--- src/rtl/addr_fold_pkg.sv ---
package addr_fold_pkg;

    localparam int ADDR_W          = 32;
    localparam int EFF_W           = 24;
    localparam int PHYS_W          = EFF_W + 1;
    localparam int LOG2_W          = 5;
    localparam int LOW_REGION_LOG2 = 20;
    localparam int WIN_NUM         = 2;
    localparam int WIN_SPAN_LOG2   = 12;
    localparam int WIN_KEEP_LOG2   = 10;

    localparam logic [EFF_W-1:0] LOW_BASE = EFF_W'(1) << LOW_REGION_LOG2;

    typedef struct packed {
        logic [LOG2_W-1:0] rom_log2;
        logic [EFF_W-1:0]  low_end;
        logic [EFF_W-1:0]  high_start;
    } fold_cfg_t;

    typedef enum logic [1:0] {
        RGN_ROM,
        RGN_LOW,
        RGN_HIGH,
        RGN_HOLE
    } rgn_e;

    function automatic logic [PHYS_W-1:0] rom_span(input logic [LOG2_W-1:0] lg);
        return PHYS_W'(1) << lg;
    endfunction

    // Window idx starts (idx+1) spans below the top of the effective space.
    function automatic logic [EFF_W-1:0] win_base(input int idx);
        return EFF_W'((1 << EFF_W) - ((idx + 1) << WIN_SPAN_LOG2));
    endfunction

    function automatic logic [EFF_W-1:0] win_mask(input int idx);
        return win_base(idx) | EFF_W'((1 << WIN_KEEP_LOG2) - 1);
    endfunction

endpackage

--- src/rtl/addr_fold_cfg.sv ---
module addr_fold_cfg
    import addr_fold_pkg::*;
#(
    parameter fold_cfg_t RST_CFG = '0
) (
    input  logic      clk,
    input  logic      rst,
    input  logic      wr,
    input  fold_cfg_t wr_cfg,
    output fold_cfg_t cur
);

    logic accept;

    // A low limit under the ROM area is refused; the whole layout is kept.
    assign accept = wr && (wr_cfg.low_end >= LOW_BASE);

    always_ff @(posedge clk) begin
        if (rst) begin
            cur <= RST_CFG;
        end else if (accept) begin
            cur <= wr_cfg;
        end
    end

endmodule

--- src/rtl/addr_fold_region.sv ---
module addr_fold_region
    import addr_fold_pkg::*;
(
    input  logic [EFF_W-1:0] addr,
    input  fold_cfg_t        cfg,
    output rgn_e             rgn
);

    // Ordered tests: ROM area, then low area, then high area.
    always_comb begin
        if (addr < LOW_BASE) begin
            rgn = RGN_ROM;
        end else if (addr < cfg.low_end) begin
            rgn = RGN_LOW;
        end else if (addr >= cfg.high_start) begin
            rgn = RGN_HIGH;
        end else begin
            rgn = RGN_HOLE;
        end
    end

endmodule

--- src/rtl/addr_fold_offset.sv ---
module addr_fold_offset
    import addr_fold_pkg::*;
(
    input  logic [EFF_W-1:0]  addr,
    input  fold_cfg_t         cfg,
    input  rgn_e              rgn,
    output logic [PHYS_W-1:0] off
);

    logic [WIN_NUM-1:0]  win_hit;
    logic [EFF_W-1:0]    win_val [WIN_NUM];
    logic [EFF_W-1:0]    folded;
    logic [PHYS_W-1:0]   rom_sz;
    logic [PHYS_W-1:0]   high_base;

    generate
        for (genvar gi = 0; gi < WIN_NUM; gi++) begin : g_win
            assign win_hit[gi] = (addr >= win_base(gi));
            assign win_val[gi] = addr & win_mask(gi);
        end
    endgenerate

    // Lower index is the higher window and wins when several compare true.
    always_comb begin
        folded = addr;
        for (int k = WIN_NUM - 1; k >= 0; k--) begin
            if (win_hit[k]) begin
                folded = win_val[k];
            end
        end
    end

    assign rom_sz    = rom_span(cfg.rom_log2);
    assign high_base = rom_sz + PHYS_W'(cfg.low_end) - PHYS_W'(LOW_BASE);

    always_comb begin
        unique case (rgn)
            RGN_ROM:  off = PHYS_W'(addr) & (rom_sz - PHYS_W'(1));
            RGN_LOW:  off = PHYS_W'(addr) - PHYS_W'(LOW_BASE) + rom_sz;
            RGN_HIGH: off = PHYS_W'(folded) - PHYS_W'(cfg.high_start) + high_base;
            default:  off = '0;
        endcase
    end

endmodule

--- src/rtl/addr_fold_top.sv ---
module addr_fold_top
    import addr_fold_pkg::*;
#(
    parameter logic [LOG2_W-1:0] RST_ROM_LOG2   = LOG2_W'(18),
    parameter logic [EFF_W-1:0]  RST_LOW_END    = 24'h200000,
    parameter logic [EFF_W-1:0]  RST_HIGH_START = 24'hFFC000
) (
    input  logic              clk,
    input  logic              rst,
    input  logic              req_valid,
    input  logic [ADDR_W-1:0] req_addr,
    input  logic              cfg_wr,
    input  logic [LOG2_W-1:0] cfg_rom_log2,
    input  logic [EFF_W-1:0]  cfg_low_end,
    input  logic [EFF_W-1:0]  cfg_high_start,
    output logic              rsp_valid,
    output logic              rsp_fault,
    output logic [PHYS_W-1:0] rsp_off
);

    localparam fold_cfg_t RST_CFG = '{
        rom_log2:   RST_ROM_LOG2,
        low_end:    RST_LOW_END,
        high_start: RST_HIGH_START
    };

    logic [EFF_W-1:0]  eff_addr;
    logic              unused_upper;
    fold_cfg_t         wr_cfg;
    fold_cfg_t         cfg_cur;
    rgn_e              rgn;
    logic [PHYS_W-1:0] comb_off;

    assign eff_addr     = req_addr[EFF_W-1:0];
    assign unused_upper = ^req_addr[ADDR_W-1:EFF_W];

    assign wr_cfg = '{
        rom_log2:   cfg_rom_log2,
        low_end:    cfg_low_end,
        high_start: cfg_high_start
    };

    addr_fold_cfg #(
        .RST_CFG (RST_CFG)
    ) u_cfg (
        .clk    (clk),
        .rst    (rst),
        .wr     (cfg_wr),
        .wr_cfg (wr_cfg),
        .cur    (cfg_cur)
    );

    addr_fold_region u_region (
        .addr (eff_addr),
        .cfg  (cfg_cur),
        .rgn  (rgn)
    );

    addr_fold_offset u_offset (
        .addr (eff_addr),
        .cfg  (cfg_cur),
        .rgn  (rgn),
        .off  (comb_off)
    );

    always_ff @(posedge clk) begin
        if (rst) begin
            rsp_valid <= 1'b0;
            rsp_fault <= 1'b0;
            rsp_off   <= '0;
        end else begin
            rsp_valid <= req_valid;
            rsp_fault <= req_valid && (rgn == RGN_HOLE);
            rsp_off   <= (req_valid && (rgn != RGN_HOLE)) ? comb_off : '0;
        end
    end

endmodule

--- config.mk ---
export PLATFORM = sky130hd
export DESIGN_NAME = addr_fold_top
export DESIGN_NICKNAME = d
export VERILOG_FILES = /design/src/rtl/addr_fold_pkg.sv /design/src/rtl/addr_fold_cfg.sv /design/src/rtl/addr_fold_region.sv /design/src/rtl/addr_fold_offset.sv /design/src/rtl/addr_fold_top.sv
export SDC_FILE = /design/constraint.sdc
export NUM_CORES = 1
export LEC_CHECK = 0
export ABC_CLOCK_PERIOD_IN_PS = 4500
export BUFFER_PORTS_ARGS = -buffer_cell sky130_fd_sc_hd__buf_2
export CAP_MARGIN = 40
export CORE_ASPECT_RATIO = 1.5
export CORE_MARGIN = 5
export CORE_UTILIZATION = 36
export CTS_CLUSTER_DIAMETER = 150
export DETAILED_ROUTE_END_ITERATION = 10
export GPL_ROUTABILITY_DRIVEN = 0
export GPL_TIMING_DRIVEN = 0
export PLACE_DENSITY = 0.66
export SLEW_MARGIN = 10
export SYNTH_ARGS = -nofsm -noshare
export SYNTH_HDL_FRONTEND = slang
export SYNTH_HIERARCHICAL = 1
export SYNTH_SLANG_ARGS = --single-unit
--- constraint.sdc ---
create_clock -name clk -period 4.5 [get_ports clk]
set_clock_uncertainty 0.15 [all_clocks]
set_input_delay 0.9 -clock clk [delete_from_list [all_inputs] [get_ports clk]]
set_output_delay 0.9 -clock clk [all_outputs]
set_load 0.01 [all_outputs]
-- After elaboration in Yosys (flattened, before gate mapping)
Index checks and enable logic that the tools add are counted.
- register bits after elaboration: 80
- input port bits: 89
- output and inout port bits: 27
- word-level logic and storage cells: 37
- $add $sub $neg: 7
- magnitude comparators: 6
- equal/unequal tests: 4
- shift-type cells: 1
- mux-type cells: 6
- bitwise logic cells: 2
- reduce and logical (&&, ||, !) cells: 5
- operator list (kind ; number):
    $pmux W25 S3 ; 1
    $add A25 B25 Y25 ; 2
    $ge A24 B24 Y1 const B ; 2
    $mux W13 ; 2
    $add A25 B24 Y25 ; 1
    $and A24 B25 Y25 ; 1
    $shl A1 B5 Y25 const A ; 1
    $sub A24 B21 Y25 const B ; 1
    $sub A24 B24 Y25 ; 1
    $sub A25 B1 Y25 const B ; 1
    $sub A25 B21 Y25 const B ; 1
    $ge A24 B21 Y1 const B ; 1
    $ge A24 B24 Y1 ; 1
    $lt A24 B21 Y1 const B ; 1
    $lt A24 B24 Y1 ; 1
    $eq A2 B2 Y1 const B ; 2
    $mux W2 ; 2
    $logic_and A1 B1 Y1 ; 3
    $eq A2 B1 Y1 const B ; 1
    $logic_not A2 Y1 ; 1
    $ne A2 B2 Y1 const B ; 1
    $reduce_or A2 Y1 ; 1
    $mux W1 ; 1
    $not A1 Y1 ; 1

-- Logic depth before layout (Yosys ltp)
- depth in word-level cells: 8
- gate-level depth with buffers: 19
- depth with buffers taken out: 17

-- Modules after synthesis
Netlist, hierarchy kept.
- modules (own cells, without submodules) (module ; instances ; cells each ; area each (µm²) ; sequential area each (µm²)):
    addr_fold_offset ; 1 ; 708 ; 5362.6 ; 0.0
    addr_fold_cfg ; 1 ; 231 ; 2357.3 ; 1061.0
    addr_fold_region ; 1 ; 163 ; 1197.4 ; 0.0
    addr_fold_top ; 1 ; 62 ; 942.2 ; 540.5

-- Worst setup path after synthesis
Ideal clock, no wire load.
- path type: in2reg
- start: in req_addr[1]
- end: reg rsp_off[23]
- setup time: 0.115 ns
- arrival time: 4.477 ns
- required time: 4.235 ns
- slack: -0.242 ns
- stages: 17
- path buffers: 0
- cell sequence: inv_1 fa_1 inv_1 fa_1 ha_1 ha_1 inv_1 fa_1 nor2b_1 o31a_1 o31a_1 o41ai_4 a21oi_1 o31ai_1 mux2i_1 o211ai_1 nor3b_2
- elaborated cells on any way between the ends: 22
- those cells by class: add/sub: 4; order compare: 5; eq/ne: 3; mux: 6; bitwise: 1; reduce/logical: 3
- RTL lines (item ; RTL line ; source):
    start, declared ; addr_fold_top.sv:11 ; input logic [ADDR_W-1:0] req_addr,
    $ge A24 B24 Y1, on equally long branches ; addr_fold_offset.sv:18, addr_fold_region.sv:15 ;
    $mux W13 or $mux W1 (tied branches) ; addr_fold_offset.sv:27, addr_fold_region.sv:15 ;
    $mux W13 or $mux W2 (tied branches) ; addr_fold_offset.sv:27, addr_fold_region.sv:13 ;
    $sub A24 B24 Y25 or $mux W2 (tied branches) ; addr_fold_offset.sv:40, addr_fold_region.sv:11 ;
    $add A25 B25 Y25 (tied with other cells) ; addr_fold_offset.sv:40 ; RGN_HIGH: off = PHYS_W'(folded) - PHYS_W'(cfg.high_start) + high_base;
    $pmux W25 S3 (*) ; addr_fold_offset.sv:37 ; unique case (rgn)
    net comb_off[23] ; addr_fold_top.sv:32 ; logic [PHYS_W-1:0] comb_off;
    end signal, assigned ; addr_fold_top.sv:74 ; rsp_off <= (req_valid && (rgn != RGN_HOLE)) ? comb_off : '0;
    end, declared ; addr_fold_top.sv:18 ; output logic [PHYS_W-1:0] rsp_off
Mark *: on every way through the listed nets, which the timed path passes. The rest lies on a longest branch.
A chain may end at the register's enable or synchronous reset.

-- Worst setup path after layout
- start: in req_addr[21]
- end: reg rsp_off[22]
The elaborated chain is that of the path after synthesis.

==> results.cfg <==
[layout]
drive_gt1_frac = 0.211
regArea_sq_um = 1610
area_growth_pct = 20.2
multi_input_area_sq_um = 7770
fin_nets = 1581
fill_cells = 2646
final_cells = 1647

[detailed_routing]
drc = 0
ant_nets = 0
dr.pass1.iters = 5
vias = 8874
routed_wl_um = 29700
wl_per_cell_um = 18.1
via_per_inst = 5.39
dr.first_iter.drc_count = 561

[min_path]
hold_path.startpoint = u_cfg/cur[11]
hold_class = reg -> reg

[die]
die_area_sq_um = 30900
pin_count = 116
start_util = 0.363
die_x_um = 145
core-area_sq_um = 27100
num_rows = 74
fp.dieH_um = 213

[grt]
groute.usage.overall = 0.192
grt_pass1_vias = 8971
grt.overflow.total = 0
grt_pass1_wl_um = 47100
antenna_found_initial = 1
grt_max_degree = 15

[clocking]
cts_buffers = 9
clk_latency_ns = 0.38
cts_tree = built
ctsLongestPathBuffers = 2
clk_pin_slew_worst_paths_ns = 0.07
cts-root-buf = clkbuf_16
htree_num_levels = 3
cts_sinks = 80

[logic_synthesis]
synth_ff_type = dfxtp_1
synth_area_leaders = ha_1, dfxtp_1, fa_1, inv_1, mux2i_1
synthDistinctLibCells = 79
synth.top_cell.area_share = 0.184
async_flop_share = 0
synth_commonest_cells = inv_1, ha_1, nand2b_1
synth-edff-count = 0
yosys.area.top_type = ha_1
synth_cells = 1164
seq_area_frac_synth = 0.162
netlist_area_sq_um = 9860
ys_ff_latch = 80
synth_most_common_cell = inv_1
syn_nets = 1446
syn_avg_cell_area_sq_um = 8.47
ys_warn_count = 6

[worst_setup_path]
crit_family = adder cells
startpoint_type = primary input
cp.arrival_ns = 4.88
end_kind = flip-flop
crit_fanout = 5
cp_slowest_stage_delay_ns = 0.61
cp.buffers_inverters = 1
critical_path.slowest_cell = fa_1
worst_ep_required_time_ns = 4.62
critPathKind = in -> reg
crit_start = req_addr[21]
rr_startpoint = u_cfg/cur[49]
crit_chain = buf_4 > nand4_1 > nor3_4 > nor2b_2 > fa_1 > fa_1 > ha_4 > ha_4 > a211oi_4 > o21ai_2 > a22oi_2 > o31ai_4 > a2111oi_4 > nor2_2 > mux2i_1 > o211ai_1 > nor3b_2

[power]
power_density_nw_per_um2 = 290
p_leak_nw = 5.59
vdd_drop_max_mv = 0.172

[timing]
finalSetupViolCount = 8
period_share = 1.06
relSlewSlack = 0.483
finalHoldViolCount = 0
finalWorstSetupSlack_ns = -0.253
drv_slew = 0
worst_slew_pin_slew_ns = 0.769
clock.fmax_mhz = 210
period_needed_ns = 4.75
grt_setup_unrepaired = yes
tns_ns = -1.16

[status]
status = complete, but fails checks
violations = setup timing

[place]
pre_cts_ws_ns = -1.15
portBuffers = 106
dp_hpwl_um = 24200
placedCellCount = 1612

[job]
cap_viol_max_count = 0
[worst min-delay path: cells and delay by family, from the launching register on]
kind | cells | cell delay, ns
flip-flops | 1 | 0.32
multiplexers | 1 | 0.06
AND/OR/NAND/NOR | 1 | 0.07
[report_power, final]
group          internal, W  total (W)  switching, W
Clock             0.000375   0.000715      0.000340
Sequential        0.000752   0.000790     0.0000384
Combinational     0.000876    0.00194       0.00106
Total              0.00200    0.00344       0.00144
[sequential cells by signal (all words and copies together) (netlist names)]
| register | flops |
|---|---|
| rsp_fault | 1 |
| rsp_off | 25 |
| rsp_valid | 1 |
| u_cfg/cur | 53 |
[metal layers]
layer / GRT usage / vias to the layer above / wire, um
met5: 0 / - / 0
met4: 0.115 / 0 / 1760
met3: 0.0295 / 109 / 1470
met2: 0.343 / 321 / 14900
met1: 0.215 / 4145 / 11600
li1: - / 4299 / -
[cells by family after synthesis]
| family | share of synthesized area |
|---|---|
| simple gates | 0.206 |
| compound gates | 0.160 |
| buf+inv | 0.0947 |
| fa+ha+maj | 0.281 |
| flops | 0.162 |
| mux | 0.0591 |
| xor+xnor | 0.0364 |
[final cells by class]
class,count,share of cell area
multi-input combinational,874,0.655
sequential,80,0.135
timing repair buffer,127,0.0696
inverter,158,0.0507
tap,342,0.0361
buffer,49,0.0295
clock buffer,10,0.0193
clock inverter,6,0.00370
antenna,1,0.000211
[per-stage QoR]
step	power [W]	hold WS, ns	area [sq um]	utilization
final	0.00344	0.346	11900	0.437
after global routing	0.00369	0.375	11900	0.437
after CTS	0.00332	0.350	11600	0.429
after detailed placement	0.00242	0.335	10900	0.402
after global placement	0.00240	0.330	10900	0.402
after floorplan	0.00202	0.311	9940	-
[worst paths after layout]
kind / endpoint / slack, ns / depth (start not counted)
worst max-delay path: rsp_off[22] / -0.25 / 17
worst min-delay path: u_cfg/cur[11] / 0.35 / 2
worst max register to register: rsp_off[22] / -0.23 / 17
worst min register to register: u_cfg/cur[11] / 0.35 / 2
[cell usage in the layout, fill, tap and decap left out, drive strengths merged, types with 9 or more instances in the layout]
cell type and count:
inv 159, ha 145, buf 143, nand2b 89, dfxtp 80, nor2 71
a21oi 66, mux2i 56, nand2 48, fa 48, o21ai 44, clkbuf 43
nor3b 28, a21o 22, xnor2 21, nor3 21, xor2 20, nor2b 19
o22ai 17, nand3 14, nand4 12, and3 11, a31oi 10, a211oi 9
[what timing repair did]
item                                    4_1_cts  5_1_grt
setup buffers                                14        7
resized for setup                            86       36
pin swaps                                    35        8
endpoints found under the setup margin       19       14
hold buffers                                  0        0
Note: power is estimated with default switching activity, not from simulation.
